**src/rtl/spe_pkg.sv**
```systemverilog
package spe_pkg;

    typedef enum logic [1:0] {
        ST_IDLE  = 2'd0,
        ST_HOLD  = 2'd1,
        ST_SHIFT = 2'd2,
        ST_TAIL  = 2'd3
    } spe_state_e;

    localparam int          FRAME_BITS  = 32;
    localparam logic [31:0] ENABLE_WORD = 32'hAC53_0000;
    localparam logic [7:0]  ECHO_VALUE  = 8'h53;
    localparam int          ECHO_SLOT   = 2;

endpackage

```
**src/rtl/spe_timer.sv**
```systemverilog
module spe_timer #(
    parameter int W = 8
) (
    input  logic         clk,
    input  logic         rst_n,
    input  logic         load,
    input  logic [W-1:0] load_val,
    output logic         zero
);

    logic [W-1:0] cnt_d, cnt_q;

    always_comb begin
        cnt_d = cnt_q;
        if (load) begin
            cnt_d = load_val;
        end else if (cnt_q != '0) begin
            cnt_d = cnt_q - 1'b1;
        end
    end

    always_ff @(posedge clk or negedge rst_n) begin
        if (!rst_n) begin
            cnt_q <= '0;
        end else begin
            cnt_q <= cnt_d;
        end
    end

    assign zero = (cnt_q == '0);

endmodule

```
**src/rtl/spe_shifter.sv**
```systemverilog
module spe_shifter #(
    parameter int N = 32
) (
    input  logic         clk,
    input  logic         rst_n,
    input  logic         load,
    input  logic [N-1:0] load_val,
    input  logic         shift,
    input  logic         sample,
    input  logic         miso,
    output logic         mosi,
    output logic [N-1:0] rx
);

    typedef struct packed {
        logic [N-1:0] tx;
        logic [N-1:0] rx;
    } sh_t;

    sh_t sh_d, sh_q;

    always_comb begin
        sh_d = sh_q;
        if (load) begin
            sh_d.tx = load_val;
            sh_d.rx = '0;
        end else begin
            if (shift) begin
                sh_d.tx = {sh_q.tx[N-2:0], 1'b0};
            end
            if (sample) begin
                sh_d.rx = {sh_q.rx[N-2:0], miso};
            end
        end
    end

    always_ff @(posedge clk or negedge rst_n) begin
        if (!rst_n) begin
            sh_q <= '0;
        end else begin
            sh_q <= sh_d;
        end
    end

    assign mosi = sh_q.tx[N-1];
    assign rx   = sh_q.rx;

endmodule

```
**src/rtl/spi_prog_entry.sv**
```systemverilog
module spi_prog_entry
    import spe_pkg::*;
#(
    parameter int SYS_CLK_HZ = 50_000_000,
    parameter int SCK_HZ     = 125_000,
    parameter int HOLD_US    = 20_000
) (
    input  logic clk,
    input  logic rst_n,
    input  logic start,
    output logic sclk,
    output logic mosi,
    input  logic miso,
    output logic ss_n,
    output logic busy,
    output logic done,
    output logic err
);

    localparam int HALF_RAW  = SYS_CLK_HZ / (2 * SCK_HZ);
    localparam int HALF_DIV  = (HALF_RAW < 1) ? 1 : HALF_RAW;
    localparam int HOLD_RAW  = (SYS_CLK_HZ / 1000) * HOLD_US / 1000;
    localparam int HOLD_CYC  = (HOLD_RAW < 1) ? 1 : HOLD_RAW;
    localparam int HOLD_W    = (HOLD_CYC > 1) ? $clog2(HOLD_CYC) : 1;
    localparam int PH_W      = (HALF_DIV > 1) ? $clog2(HALF_DIV) : 1;
    localparam int BIT_W     = $clog2(FRAME_BITS);
    localparam int ECHO_LSB  = FRAME_BITS - 8 * (ECHO_SLOT + 1);

    typedef struct packed {
        spe_state_e       state;
        logic             sclk;
        logic             ss_n;
        logic [BIT_W-1:0] bitn;
        logic             done;
        logic             err;
    } ctl_t;

    ctl_t ctl_d, ctl_q;

    logic                  hold_ld, hold_zero;
    logic                  ph_ld, ph_zero;
    logic                  tx_ld, tx_sh, rx_smp;
    logic [FRAME_BITS-1:0] rx_w;
    logic [7:0]            echo_w;

    spe_timer #(.W(HOLD_W)) u_hold_tmr (
        .clk      (clk),
        .rst_n    (rst_n),
        .load     (hold_ld),
        .load_val (HOLD_W'(HOLD_CYC - 1)),
        .zero     (hold_zero)
    );

    spe_timer #(.W(PH_W)) u_phase_tmr (
        .clk      (clk),
        .rst_n    (rst_n),
        .load     (ph_ld),
        .load_val (PH_W'(HALF_DIV - 1)),
        .zero     (ph_zero)
    );

    spe_shifter #(.N(FRAME_BITS)) u_shift (
        .clk      (clk),
        .rst_n    (rst_n),
        .load     (tx_ld),
        .load_val (ENABLE_WORD),
        .shift    (tx_sh),
        .sample   (rx_smp),
        .miso     (miso),
        .mosi     (mosi),
        .rx       (rx_w)
    );

    assign echo_w = rx_w[ECHO_LSB +: 8];

    always_comb begin
        ctl_d      = ctl_q;
        ctl_d.done = 1'b0;
        hold_ld    = 1'b0;
        ph_ld      = 1'b0;
        tx_ld      = 1'b0;
        tx_sh      = 1'b0;
        rx_smp     = 1'b0;
        unique case (ctl_q.state)
            ST_IDLE: begin
                if (start) begin
                    ctl_d.state = ST_HOLD;
                    ctl_d.ss_n  = 1'b0;
                    ctl_d.err   = 1'b0;
                    hold_ld     = 1'b1;
                    tx_ld       = 1'b1;
                end
            end
            ST_HOLD: begin
                if (hold_zero) begin
                    ctl_d.state = ST_SHIFT;
                    ctl_d.bitn  = '0;
                    ph_ld       = 1'b1;
                end
            end
            ST_SHIFT: begin
                if (ph_zero) begin
                    ph_ld = 1'b1;
                    if (!ctl_q.sclk) begin
                        ctl_d.sclk = 1'b1;
                        rx_smp     = 1'b1;
                    end else begin
                        ctl_d.sclk = 1'b0;
                        tx_sh      = 1'b1;
                        if (ctl_q.bitn == BIT_W'(FRAME_BITS - 1)) begin
                            ctl_d.state = ST_TAIL;
                        end else begin
                            ctl_d.bitn = ctl_q.bitn + 1'b1;
                        end
                    end
                end
            end
            ST_TAIL: begin
                if (ph_zero) begin
                    ctl_d.state = ST_IDLE;
                    ctl_d.ss_n  = 1'b1;
                    if (echo_w == ECHO_VALUE) begin
                        ctl_d.done = 1'b1;
                    end else begin
                        ctl_d.err = 1'b1;
                    end
                end
            end
            default: begin
                ctl_d.state = ST_IDLE;
                ctl_d.ss_n  = 1'b1;
                ctl_d.sclk  = 1'b0;
            end
        endcase
    end

    always_ff @(posedge clk or negedge rst_n) begin
        if (!rst_n) begin
            ctl_q <= '{state: ST_IDLE, sclk: 1'b0, ss_n: 1'b1,
                       bitn: '0, done: 1'b0, err: 1'b0};
        end else begin
            ctl_q <= ctl_d;
        end
    end

    assign sclk = ctl_q.sclk;
    assign ss_n = ctl_q.ss_n;
    assign busy = (ctl_q.state != ST_IDLE);
    assign done = ctl_q.done;
    assign err  = ctl_q.err;

endmodule

```
**config.mk**
```make
export PLATFORM = sky130hd
export DESIGN_NAME = spi_prog_entry
export DESIGN_NICKNAME = d
export VERILOG_FILES = /design/src/rtl/spe_pkg.sv /design/src/rtl/spe_timer.sv /design/src/rtl/spe_shifter.sv /design/src/rtl/spi_prog_entry.sv
export SDC_FILE = /design/constraint.sdc
export NUM_CORES = 1
export LEC_CHECK = 0
export BUFFER_PORTS_ARGS = -buffer_cell sky130_fd_sc_hd__buf_2
export CAP_MARGIN = 20
export CORE_MARGIN = 5
export CORE_UTILIZATION = 62
export CTS_CLUSTER_SIZE = 30
export DETAILED_ROUTE_END_ITERATION = 12
export PLACE_DENSITY = 0.85
export SLEW_MARGIN = 10
export SYNTH_ARGS = -nofsm -noshare
export SYNTH_HDL_FRONTEND = slang
export SYNTH_SLANG_ARGS = --single-unit
```
**constraint.sdc**
```tcl
create_clock -name clk -period 2.5 [get_ports clk]
set_input_delay 0.25 -clock clk [delete_from_list [all_inputs] [get_ports clk]]
set_output_delay 0.25 -clock clk [all_outputs]
set_load 0.05 [all_outputs]
```
# [After elaboration in Yosys (flattened, before gate mapping)]
# Index checks and enable logic that the tools add are counted.
# Widths: inputs -> output; s select.
[op_classes] n_addsub=3 n_eq_ne=13 mux=38 reduce_logical=17
[op_table] operator="$mux 32" count=2
[op_table] operator="$mux 64" count=1
[op_table] operator="$mux 20" count=2
[op_table] operator="$logic_not 20->1" count=1
[op_table] operator="$mux 5" count=4
[op_table] operator="$reduce_bool 20->1" count=1
[op_table] operator="$sub 20x1->20 const B" count=1
[op_table] operator="$mux 8" count=2
[op_table] operator="$ne 2x2->1 const B" count=8
[op_table] operator="$mux 1" count=15
[op_table] operator="$reduce_bool 2->1" count=7
[op_table] operator="$mux 2" count=6
[op_table] operator="$pmux 5 s2" count=1
[op_table] operator="$eq 8x7->1 const B" count=1
[op_table] operator="$logic_not 8->1" count=1
[op_table] operator="$pmux 2 s4" count=1
[op_table] operator="$reduce_bool 8->1" count=1
[op_table] operator="$sub 8x1->8 const B" count=1
[op_table] operator="$pmux 1 s2" count=3
[op_table] operator="$reduce_and 6->1" count=1
[op_table] operator="$add 5x1->5 const B" count=1
[op_table] operator="$eq 5x5->1 const B" count=1
[op_table] operator="$reduce_and 5->1" count=1
[op_table] operator="$eq 2x2->1 const B" count=2
[op_table] operator="6 further kinds" count=6
[totals] ff_bits=102 in_bits=4 output_inout_bits=6 word_cells=81

# [Longest topological paths before layout]
[logic_depth] ltp_word=5 ltp_mapped=9 ltp_nobuf=7

# [Hierarchy]
# Synthesis repeated with hierarchy kept, for this count alone.
[hier_totals] cells_unflattened=526 hier_area_um2=5491.5
[modules_own_cells] module="spe_shifter" instances=1 cells_per_inst=274 area_each_um2=3065.4 seq_area_each_um2=1601.5
[modules_own_cells] module="spe_timer (u_hold_tmr)" instances=1 cells_per_inst=123 area_each_um2=1202.4 seq_area_each_um2=500.5
[modules_own_cells] module="spi_prog_entry" instances=1 cells_per_inst=75 area_each_um2=747.0 seq_area_each_um2=276.5
[modules_own_cells] module="spe_timer (u_phase_tmr)" instances=1 cells_per_inst=54 area_each_um2=476.7 seq_area_each_um2=200.2

# [Worst setup path before layout]
# OpenSTA, ideal clock, no wires.
[synth_timing] path_type="register to register" startpoint="reg u_hold_tmr.cnt_q[0]" endpoint="reg u_hold_tmr.cnt_q[16]" setup_time_ps=134 arrival_ps=2031 t_required_ps=2366 setup_slack_ps=335 stages_incl_launch_ff=9 n_path_buf=1 synth_period_minus_slack_ps=2165 cell_sequence="dfrtp_1 inv_1 ha_1 or4b_1 or2_2 buf_2 nor4_1 mux2i_1 nand2_1"
[synth_between] elab_chain_len=3 elab_cells_between_ends=5 cone_classes="add/sub (1); mux (2); reduce/logical (2)"
[synth_rtl] item="start, declared" line="spe_timer.sv:11" source="logic [W-1:0] cnt_d, cnt_q;"
[synth_rtl] item="start signal, assigned" line="spe_timer.sv:26" source="cnt_q <= cnt_d;"
[synth_rtl] item="$sub 20x1->20" line="spe_timer.sv:18" source="cnt_d = cnt_q - 1'b1;"
[synth_rtl] item="$mux 20" line="spe_timer.sv:17" source="end else if (cnt_q != '0) begin"
[synth_rtl] item="$mux 20" line="spe_timer.sv:15" source="if (load) begin"
# Parallel ways exist; a longest one is shown, timed or not. The select of a mux whose other input is x is not followed.
# A chain may end at the register's enable or synchronous reset.

# [Worst setup path in the final report]
[layout_timing] startpoint="reg u_hold_tmr.cnt_q[0]" endpoint="reg ctl_q[9] (netlist name)"
[layout_between] elab_chain_len=3
[layout_rtl] item="$logic_not 20->1" line="spe_timer.sv:30" source="assign zero = (cnt_q == '0);"
[layout_rtl] item="$ne 2x2->1 (no line)"
[layout_rtl] item="$reduce_and 6->1 (no line)"
[layout_rtl] item="end signal, assigned" line="spi_prog_entry.sv:139" source="ctl_q <= '{state: ST_IDLE, sclk: 1'b0, ss_n: 1'b1,"
[layout_rtl] item="end signal, assigned" line="spi_prog_entry.sv:142" source="ctl_q <= ctl_d;"
[layout_rtl] item="end, declared" line="spi_prog_entry.sv:38" source="ctl_t ctl_d, ctl_q;"
# Every way passes these cells.

==> metrics.md <==
| Metric | Value |
|---|---|
| Antenna Cells | 0 |
| Post-route ant nets | 0 |
| VDD IR-drop max | 546 uV |
| Final Instance Area | 3840 um2 |
| Hold Fails Final Rpt | 0 |
| CP max FO | 9 |
| Final Power | 2210 uW |
| Mapped Nets | 359 |
| Total negative slack | 0 ns |
| Worst path required time | about 2.8 ns |
| Worst min path class | input pin to flip-flop |
| Core area | 5440 um2 |
| Area growth, synth to finish | 11.5% |
| CTS tree | built |
| Setup crit start kind | flip-flop |
| Clk Latency, worst-skew pair | 0.34 ns |
| DP HPWL | approximately 4800 um |
| Fill cell total of the finished layout | 407 |
| Final period utilization | between 90 and 100% |
| WL/cell | 16.0 um |
| Post-Layout Cell Count | 440 |
| Die Wd | 84.5 um |
| Yosys synthesis warning count | 0 |
| Initial Utilization | between 60% and 70% |
| Seq/Total Area, Yosys | 51.7% |
| Mapped Area | 3440 um2 |
| Worst slew margin | around 36% |
| Final slew viol count | 0 |
| Fmax | about 430 MHz |
| Port Buffers | 9 |
| Hold_buf cts | 1 |
| Share of cells above drive strength 1 | 12.2% |
| Setup Fix Bufs, Post-CTS | 0 |
| Final setup fails | 0 |
| Slowest CP cell | or4b_1 |
| DR WL met3 | 324 um |
| Drt first-iter violations | about 140 |
| Synth Area per Inst | roughly 10 um2 |
| Final Critical Period | between 2 and 2.5 ns |
| Worst Clk Skew | 0.00908 ns |
| First-pass GRT wire length | 12200 um |
| Final wirelength | 7060 um |
| CTS Buf Count | 9 |
| Slowest cell delay on critical path | 0.53 ns |
| Synthesized flop and latch total | a little over 70 |
| Root buf cell | clkbuf_8 |
| H-tree Lvls | 3 |
| Mapped Cells | 347 |
| Num rows | 27 |
| Via density | 6.06 |
| Post-synthesis cell type count | 55 |
| Post-synth ARST share | 100% |
| Vias | ~2.7k |
| Leak pwr | about 0.0016 uW |
| # Max-Cap Violations | 0 |
| Worst-margin pin slew | 0.963 ns |
| RSZ-0062 raised after global routing | false |
| Resize count post-CTS | 0 |
| Highest routed layer | met4 |
| Number of placed instances, taps included | 423 |
| Area of the multi-input gates | 1560 um2 |
| Antenna violations before repair | 0 |
| Crit-path cells | inv_1 -> ha_1 -> or4b_1 -> or2_2 -> o21ai_2 -> o2111ai_1 -> a32oi_1 |
| Nets | 375 |
| I/O Pins | 10 |
| Worst-path clk slew | approximately 0.080 ns |
| Clk buf depth | 2 |
| Endpoint class of the critical path | flip-flop |
| Worst setup path category | flip-flop to flip-flop |
| Overall Global Routing Usage | 21.2% |
| Min Hold Slack | 0.138 ns |
| GRT overflow | 0 |
| Die height | 84.5 um |
| Die area | 7140 um2 |
| Post-DP Area | 3600 um2 |
| Largest net degree at the start of global routing | 30 |
| M1 WL | roughly 3100 um |
| Status | complete, no violations |
| DR WL met2 | 3420 um |
| RD Place Congestion | roughly 0.84 |
| CTS sink cnt | 71 |
| P per Cell Area | 575 nW/um2 |
| CP Data Arrival Time | 2.61 ns |
| Top FF cell, synth | dfrtp_1 |
| Sequential Area | roughly 1800 um2 |
| EDFF count, synth | 0 |
| Vias in the first global route | 2633 |
| Drt pass-1 iters | 4 |
| Remaining DRCs | 0 |
-- stage by stage --
stage | setup slack (ns) | util, %
2_1_floorplan | 0.335 | -
3_3_place_gp | 0.312 | 66.3
3_5_place_dp | 0.205 | 66.3
4_1_cts | 0.168 | 70.6
5_1_grt | 0.0377 | 70.6
6_report | 0.152 | 70.6
-- critical path, delay by kind of cell (launching register included) --
family,cells,cell delay (ns)
buf+inv,1,0.07
compound gates,3,0.65
flops,1,0.43
simple gates,2,0.95
fa+ha+maj,1,0.18
-- cells in the mapped netlist (2+ instances only) --
master / number / area share (%)
and3_1: 3 / 0.55
o211ai_1: 6 / 1.3
ha_1: 8 / 2.9
mux2i_1: 2 / 0.58
nor4_2: 2 / 0.73
nor2_1: 25 / 2.7
inv_1: 11 / 1.2
nand2b_1: 3 / 0.55
o2111ai_1: 2 / 0.51
nor4_1: 4 / 0.73
a22o_1: 16 / 4.1
nor3_1: 10 / 1.5
and4_1: 2 / 0.51
a211oi_1: 2 / 0.44
nand4_1: 2 / 0.36
xor2_1: 7 / 1.8
xnor2_1: 12 / 3.1
a21oi_1: 20 / 2.9
clkbuf_1: 13 / 1.4
or3_1: 4 / 0.73
dfrtp_1: 70 / 51
o21ai_0: 16 / 2.3
and2_1: 2 / 0.36
nand3_1: 15 / 2.2
or4_1: 4 / 0.87
nand2_1: 56 / 6.1
nand4b_1: 2 / 0.51
-- layout by cell type, fill, tap and decap left out, types with 2 or more instances in the layout --
master / n
a211oi_1: 2
a21oi_1: 20
a22o_1: 16
and2_1: 2
and3_1: 3
and4_1: 2
buf_2: 9
buf_4: 9
bufinv_16: 2
clkbuf_1: 2
clkbuf_8: 11
dfrtp_1: 70
ha_1: 8
inv_1: 11
mux2i_1: 2
nand2_1: 56
nand2b_1: 3
nand3_1: 15
nand4_1: 2
nand4b_1: 2
nor2_1: 25
nor3_1: 10
nor4_1: 4
nor4_2: 2
o2111ai_1: 2
o211ai_1: 6
o21ai_0: 16
or3_1: 4
or4_1: 4
xnor2_1: 12
xor2_1: 7
-- logic make-up after synthesis --
kind of cell | share of synthesized area (%)
compound gates | 16.0
xor+xnor | 4.83
fa+ha+maj | 2.91
buf+inv | 2.98
flops | 51.7
mux | 0.909
simple gates | 20.7
-- routing by layer --
metal / up-vias / track usage (%)
met3: 17 / 5.30
met1: 1299 / 27.8
li1: 1276 / -
met5: - / 0
met2: 73 / 33.2
met4: 0 / 9.78
-- report_power, final --
part	total, uW	switching, uW	internal [uW]	leakage, uW
sequential	1150	0.436	1150	0.000800
combinational	33.0	25.1	7.92	0.000720
clock	1020	409	616	0.000114
total	2210	434	1770	0.00163
-- state kept, by name, summed over array words and instances (netlist names) --
signal and count:
u_shift.rx 16, sclk 1, ctl_q 7, ss_n 1, done 1, err 1, u_shift.mosi 1, u_shift.sh_q 15
u_hold_tmr.cnt_q 20, u_phase_tmr.cnt_q 8
-- final cells by class --
class | count | share of cell area [%]
Timing Repair Buffer | 20 | 3.72
Tap cell | 72 | 2.35
Multi-Input combinational cell | 250 | 40.7
Clock buffer | 13 | 4.14
Clock inverter | 3 | 1.70
Sequential cell | 71 | 46.3
Inverter | 11 | 1.08
-- final timing paths --
| check | endpoint | slack, ns | depth (start not counted) | start |
|---|---|---|---|---|
| max in group asynchronous | u_shift.rx[0] | 1.38 | 3 | rst_n |
| hold reg to reg | u_shift.sh_q[52] | 0.50 | 2 | u_shift.sh_q[51] |
| min in group asynchronous | ctl_q[5] | 0.45 | 2 | rst_n |
| setup / recovery | ctl_q[9] | 0.15 | 7 | u_hold_tmr.cnt_q[0] |
| setup reg to reg | ctl_q[9] | 0.15 | 7 | u_hold_tmr.cnt_q[0] |
| hold / removal | u_shift.rx[0] | 0.14 | 2 | miso |
Note: power is estimated with default switching activity, not from simulation.
